[src/rtl/pirq_router_pkg.sv]
package pirq_router_pkg;
  localparam int NUM_PIRQ    = 4;
  localparam int NUM_LINES   = 16;
  localparam int ROUTE_W     = 8;
  localparam int ADDR_W      = 8;
  localparam int SLOT_W      = 5;
  localparam logic [ADDR_W-1:0]  ROUTE_BASE  = 8'h60;
  localparam logic [ROUTE_W-1:0] ROUTE_RESET = 8'h80;

  // strobes from control to datapath
  typedef struct packed {
    logic rebuild;   // routing changed: clear map, reinsert, re-drive all lines
  } rtrStrobe_t;
endpackage

[src/rtl/pirq_route_ctrl.sv]
module pirq_route_ctrl
  import pirq_router_pkg::*;
#(
  parameter int NP  = NUM_PIRQ,
  parameter int RW  = ROUTE_W,
  parameter int AW  = ADDR_W,
  parameter logic [AW-1:0] BASE  = ROUTE_BASE,
  parameter logic [RW-1:0] RSTV  = ROUTE_RESET
) (
  input  logic                 clk,
  input  logic                 rstN,
  input  logic                 cfgWrEn,
  input  logic [AW-1:0]        cfgAddr,
  input  logic [RW-1:0]        cfgWrData,
  output logic [NP-1:0][RW-1:0] routeNext,
  output rtrStrobe_t           strb
);
  logic [NP-1:0][RW-1:0] routeReg;
  logic [AW-1:0]         offset;
  logic                  hit;

  assign offset = cfgAddr - BASE;
  assign hit    = cfgWrEn && (offset < AW'(NP));

  always_comb begin
    routeNext = routeReg;
    if (hit) routeNext[offset[$clog2(NP)-1:0]] = cfgWrData;
    strb.rebuild = hit;
  end

  always_ff @(posedge clk or negedge rstN) begin
    if (!rstN) routeReg <= {NP{RSTV}};
    else       routeReg <= routeNext;
  end
endmodule

[src/rtl/pirq_level_dp.sv]
module pirq_level_dp
  import pirq_router_pkg::*;
#(
  parameter int NP = NUM_PIRQ,
  parameter int NL = NUM_LINES,
  parameter int RW = ROUTE_W
) (
  input  logic                  clk,
  input  logic                  rstN,
  input  logic [NP-1:0]         pirqIn,
  input  logic [NP-1:0][RW-1:0] routeNext,
  input  rtrStrobe_t            strb,
  output logic [NL-1:0]         irqOut
);
  localparam int LW = $clog2(NL);
  localparam int MW = NL * NP;

  logic [MW-1:0] levelMap, mapNext;
  logic [NL-1:0] lineTouch, outNext;

  always_comb begin
    mapNext   = strb.rebuild ? '0 : levelMap;
    lineTouch = {NL{strb.rebuild}};
    for (int p = 0; p < NP; p++) begin
      if (routeNext[p] < RW'(NL)) begin
        mapNext[int'(routeNext[p][LW-1:0]) * NP + p] = pirqIn[p];
        lineTouch[routeNext[p][LW-1:0]] = 1'b1;
      end
    end
  end

  for (genvar l = 0; l < NL; l++) begin : g_line
    assign outNext[l] = |mapNext[l*NP +: NP];
  end

  always_ff @(posedge clk or negedge rstN) begin
    if (!rstN) begin
      levelMap <= '0;
      irqOut   <= '0;
    end else begin
      levelMap <= mapNext;
      for (int l = 0; l < NL; l++)
        if (lineTouch[l]) irqOut[l] <= outNext[l];
    end
  end
endmodule

[src/rtl/pirq_swizzle.sv]
module pirq_swizzle
  import pirq_router_pkg::*;
#(
  parameter int NP = NUM_PIRQ,
  parameter int SW = SLOT_W
) (
  input  logic [SW-1:0]          swzSlot,
  input  logic [$clog2(NP)-1:0]  swzIntx,
  output logic [$clog2(NP)-1:0]  swzPirq
);
  localparam int PW = $clog2(NP);
  logic [SW:0] sum;
  // adding NP-1 equals subtracting one modulo NP
  assign sum     = {1'b0, swzSlot} + (SW+1)'(swzIntx) + (SW+1)'(NP - 1);
  assign swzPirq = sum[PW-1:0];
endmodule

[src/rtl/pirq_router.sv]
module pirq_router
  import pirq_router_pkg::*;
(
  input  logic                  clk,
  input  logic                  rstN,
  input  logic                  cfgWrEn,
  input  logic [ADDR_W-1:0]     cfgAddr,
  input  logic [ROUTE_W-1:0]    cfgWrData,
  input  logic [NUM_PIRQ-1:0]   pirqIn,
  output logic [NUM_LINES-1:0]  irqOut,
  input  logic [SLOT_W-1:0]     swzSlot,
  input  logic [$clog2(NUM_PIRQ)-1:0] swzIntx,
  output logic [$clog2(NUM_PIRQ)-1:0] swzPirq
);
  logic [NUM_PIRQ-1:0][ROUTE_W-1:0] routeNext;
  rtrStrobe_t strb;

  pirq_route_ctrl u_ctrl (
    .clk(clk), .rstN(rstN), .cfgWrEn(cfgWrEn), .cfgAddr(cfgAddr),
    .cfgWrData(cfgWrData), .routeNext(routeNext), .strb(strb)
  );

  pirq_level_dp u_dp (
    .clk(clk), .rstN(rstN), .pirqIn(pirqIn), .routeNext(routeNext),
    .strb(strb), .irqOut(irqOut)
  );

  pirq_swizzle u_swz (
    .swzSlot(swzSlot), .swzIntx(swzIntx), .swzPirq(swzPirq)
  );
endmodule

[config.mk]
export PLATFORM = sky130hd
export DESIGN_NAME = pirq_router
export DESIGN_NICKNAME = d
export VERILOG_FILES = /design/src/rtl/pirq_router_pkg.sv /design/src/rtl/pirq_route_ctrl.sv /design/src/rtl/pirq_level_dp.sv /design/src/rtl/pirq_swizzle.sv /design/src/rtl/pirq_router.sv
export SDC_FILE = /design/constraint.sdc
export NUM_CORES = 1
export LEC_CHECK = 0
export CORE_UTILIZATION = 40
export DETAILED_ROUTE_END_ITERATION = 10
export DONT_BUFFER_PORTS = 1
export GPL_ROUTABILITY_DRIVEN = 0
export PLACE_DENSITY = 0.53
export SKIP_LAST_GASP = 1
export SYNTH_ARGS = -nofsm -noshare
export SYNTH_HDL_FRONTEND = slang
export SYNTH_SLANG_ARGS = --single-unit
[constraint.sdc]
create_clock -name clk -period 2.6 [get_ports clk]
set_input_delay 0.65 -clock clk [delete_from_list [all_inputs] [get_ports clk]]
set_output_delay 0.65 -clock clk [all_outputs]
set_load 0.02 [all_outputs]
==> results by group <==
Drt
  • DRT iter0 DRCs: 323
  • Wire per inst: 19.69 um
  • Number of iterations in the first detailed-routing pass: 4
  • Final wirelength: 18.62 mm
  • DR DRC count: 0
  • Via density: around 5.4
  • Vias: 5130
  • Antenna viol nets, final: 0

Clock network
  • Root buffer cell: clkbuf_16
  • H-tree Lvls: 3
  • TritonCTS buffer count: 9
  • Later-pin clock latency in the skew report: 370 ps
  • TritonCTS clock tree: done
  • Longest Clk Path Bufs: 2
  • Clk pin slew, worst setup/hold paths: 70 ps
  • TritonCTS sink count: 112

Synth
  • Fraction of registers with async set/reset: 100.0%
  • Netlist cell types: 56
  • Largest area contributor in the netlist: dfrtp_1
  • Top post-synthesis cells by area: dfrtp_1 (41%), mux2i_1 (13%), mux2_2 (9.1%)
  • Post-Syn Area: about 6600 um^2
  • Post-synth top flop: dfrtp_1
  • Synth top area share: 41.24%
  • Cell count after synthesis: 660
  • EDFF count, synth: 0
  • Syn_area_per_cell: between 9 and 10 um^2
  • Flops & latches, synth: 112
  • Synthesized Nets: 692
  • Sequential share of the synthesized area: 42.84%
  • Yosys warns: 0

Outcome
  • Run status: complete, but fails checks
  • Failing checks: hold timing

Layout
  • Fillers: 1517
  • Sequential Area: between 2000 and 3000 um^2
  • Diode count: 0
  • Fraction of layout cells with a size suffix above 1: between 20 and 30%
  • Post-layout nets: 758
  • Synth-to-layout area growth: 19.89%
  • Footprint of the multi-input gates: about 3600 um^2

GRT
  • Total Routing Usage GR: 23.83%
  • Initial antenna violation count: 0
  • Total congestion overflow: 0
  • First-pass GRT wire length: 29.51 mm
  • Vias in the first global route: 5358
  • Largest net degree at the start of global routing: 113

Timing
  • RSZ-0062 raised after global routing: yes
  • Max-slew violations: 0
  • Final setup viols: 0
  • Setup TNS: 0 ps
  • Max Clock Skew: 8.037 ps
  • Max-Slew Margin vs Limit: 68.05%
  • Minimum clock period: 2552 ps
  • Worst-margin pin slew: about 480 ps
  • Fmax: just under 400 MHz
  • Hold WS: -26.67 ps
  • Final Hold Vio Count: approximately 110
  • Period utilization: 98.14%

Die
  • Starting density of the core: 41.11%
  • Num rows: 46
  • Core box area: 15940 um^2
  • Ports: 48
  • Die area: approximately 17000 um^2
  • Die span in y: 130 um
  • Chip Width: 130 um

Setup path
  • Critical Path Fanout Max: 15
  • Startpoint Class: flop
  • WP data required: 2850 ps
  • CP Class: flop to flop
  • Critical Path AT: 2800 ps
  • Worst setup EP type: flop

Place
  • Detailed placement HPWL: between 10 and 15 mm
  • Port Buffer Count: 0

Pwr
  • PwrDens: 592.7 nW/um^2
  • Peak supply drop: 0.3323 mV
  • Tot Pwr: 0.004657 W
  • Static Leak: about 4.0 nW

Run
  • Max Cap Viol: 0

Min path
  • Hold WC Path Type: input port to asynchronous set/reset pin
-- metrics by stage --
step / util (%) / cell area (um^2) / hold WS, ps / cells / setup slack (ps)
after floorplan: - / 6604 / 354.4 / 660 / -126.9
after global placement: 46.74 / 7451 / 360.5 / 930 / -237.0
after detailed placement: 46.74 / 7451 / 360.8 / 930 / -249.4
after CTS: 48.88 / 7792 / -30.81 / 945 / -39.91
after global routing: 49.29 / 7858 / -36.39 / 946 / -18.78
final: 49.29 / 7858 / -26.67 / 946 / 48.43
-- placed cells by master (no fill, tap or decap), drive strengths merged, types with 2 or more instances in the layout --
cell / netlist / layout
a21oi: 4 / 4
a311o: 2 / 2
a31o: 2 / 2
a31oi: 2 / 2
a41oi: 2 / 2
and2: 9 / 9
and3: 3 / 3
and4b: 2 / 2
buf: 17 / 93
bufinv: 0 / 2
clkbuf: 21 / 12
dfrtp: 108 / 108
dfstp: 4 / 4
ha: 2 / 2
inv: 28 / 28
mux2: 53 / 53
mux2i: 84 / 84
nand2: 104 / 104
nand2b: 22 / 22
nand3: 8 / 8
nand4: 9 / 9
nand4b: 2 / 2
nand4bb: 3 / 3
nor2: 32 / 32
nor2b: 5 / 5
nor3: 52 / 52
nor4: 22 / 22
nor4b: 10 / 10
o21ai: 10 / 10
o41a: 6 / 6
or2: 3 / 3
or3: 4 / 4
or4: 12 / 12
or4b: 3 / 3
xnor2: 2 / 2
-- area by class of cell --
| type | count | share of cell area, % |
|---|---|---|
| Multi-Input combinational cell | 482 | 45.51 |
| Timing Repair Buffer | 93 | 9.889 |
| Clock buffer | 12 | 3.264 |
| Tap cell | 216 | 3.439 |
| Inverter | 28 | 1.338 |
| Sequential cell | 112 | 35.73 |
| Clock inverter | 3 | 0.8280 |
-- routing by layer --
metal  routed length [um]  global-route usage (%)  vias up
li1                     -                       -     2474
met4                  520                   10.67        0
met1                 8531                   30.70     2523
met3                  936                   5.084       30
met2                 8634                   38.60      103
met5                    0                       0        -
-- flip-flops by register name (all words and copies together) (netlist names) --
name / count
u_dp.levelMap: 64
u_dp.irqOut: 16
u_ctrl.routeReg: 32
-- cell families (layout without fill, tap and decap cells) --
logic type | after synthesis | count (layout) | share of synthesized area [%]
adder cells (fa/ha/maj) | 2 | 2 | 0.3818
flip-flops | 112 | 112 | 42.84
AO/OA/AOI/OAI | 33 | 33 | 3.799
buffers and inverters | 66 | 136 | 4.238
XOR/XNOR | 3 | 3 | 0.5156
multiplexers | 137 | 137 | 22.13
AND/OR/NAND/NOR | 307 | 307 | 26.10
-- report_power, final --
part	switching, W	total, W	leakage, nW	internal [W]
clock network	0.000641	0.00153	0.159	0.000891
registers	0.000234	0.00224	1.48	0.00201
logic	0.000448	0.000884	2.41	0.000436
total	0.00132	0.00466	4.05	0.00333
-- cells in the mapped netlist (3+ instances only) --
master / count
nor4_4: 3
buf_2: 11
dfstp_2: 4
o41a_1: 6
or4_1: 11
nor2_1: 32
nand2_1: 104
clkbuf_1: 20
nand2b_1: 22
nand3_1: 8
inv_1: 28
mux2i_1: 83
nor4b_1: 7
a21oi_1: 4
buf_1: 4
nand4bb_1: 3
mux2_2: 53
nor3_1: 52
nor2b_1: 5
nand4_1: 6
and2_1: 8
o21ai_0: 10
nor4_1: 19
or3_1: 4
dfrtp_1: 108
-- path summary, 6_finish.rpt --
check,start,endpoint,slack (ps),cells after the start
max,u_ctrl.routeReg[22],u_dp.irqOut[2],50,6
min in group clk,cfgWrData[7],u_ctrl.routeReg[31],360,2
max reg2reg,u_ctrl.routeReg[22],u_dp.irqOut[2],50,6
max in group asynchronous,rstN,u_ctrl.routeReg[31],2440,0
min,rstN,u_ctrl.routeReg[14],-30,0
min reg2reg,u_ctrl.routeReg[31],u_ctrl.routeReg[31],460,2
-- critical path, stage by stage, from the launching register on --
cell     delay [ps]
dfrtp_1         390
or4_4           560
buf_4           210
nor4_1          410
mux2_2          300
o21ai_0         130
o41a_1          410
-- timing repair --
action                                  in CTS  in global routing
endpoints found under the setup margin       3                  8
endpoints found under the hold margin      108                108
resized for setup                            4                 11
setup buffers                                0                  1
Power figures use the tool's default switching activity.
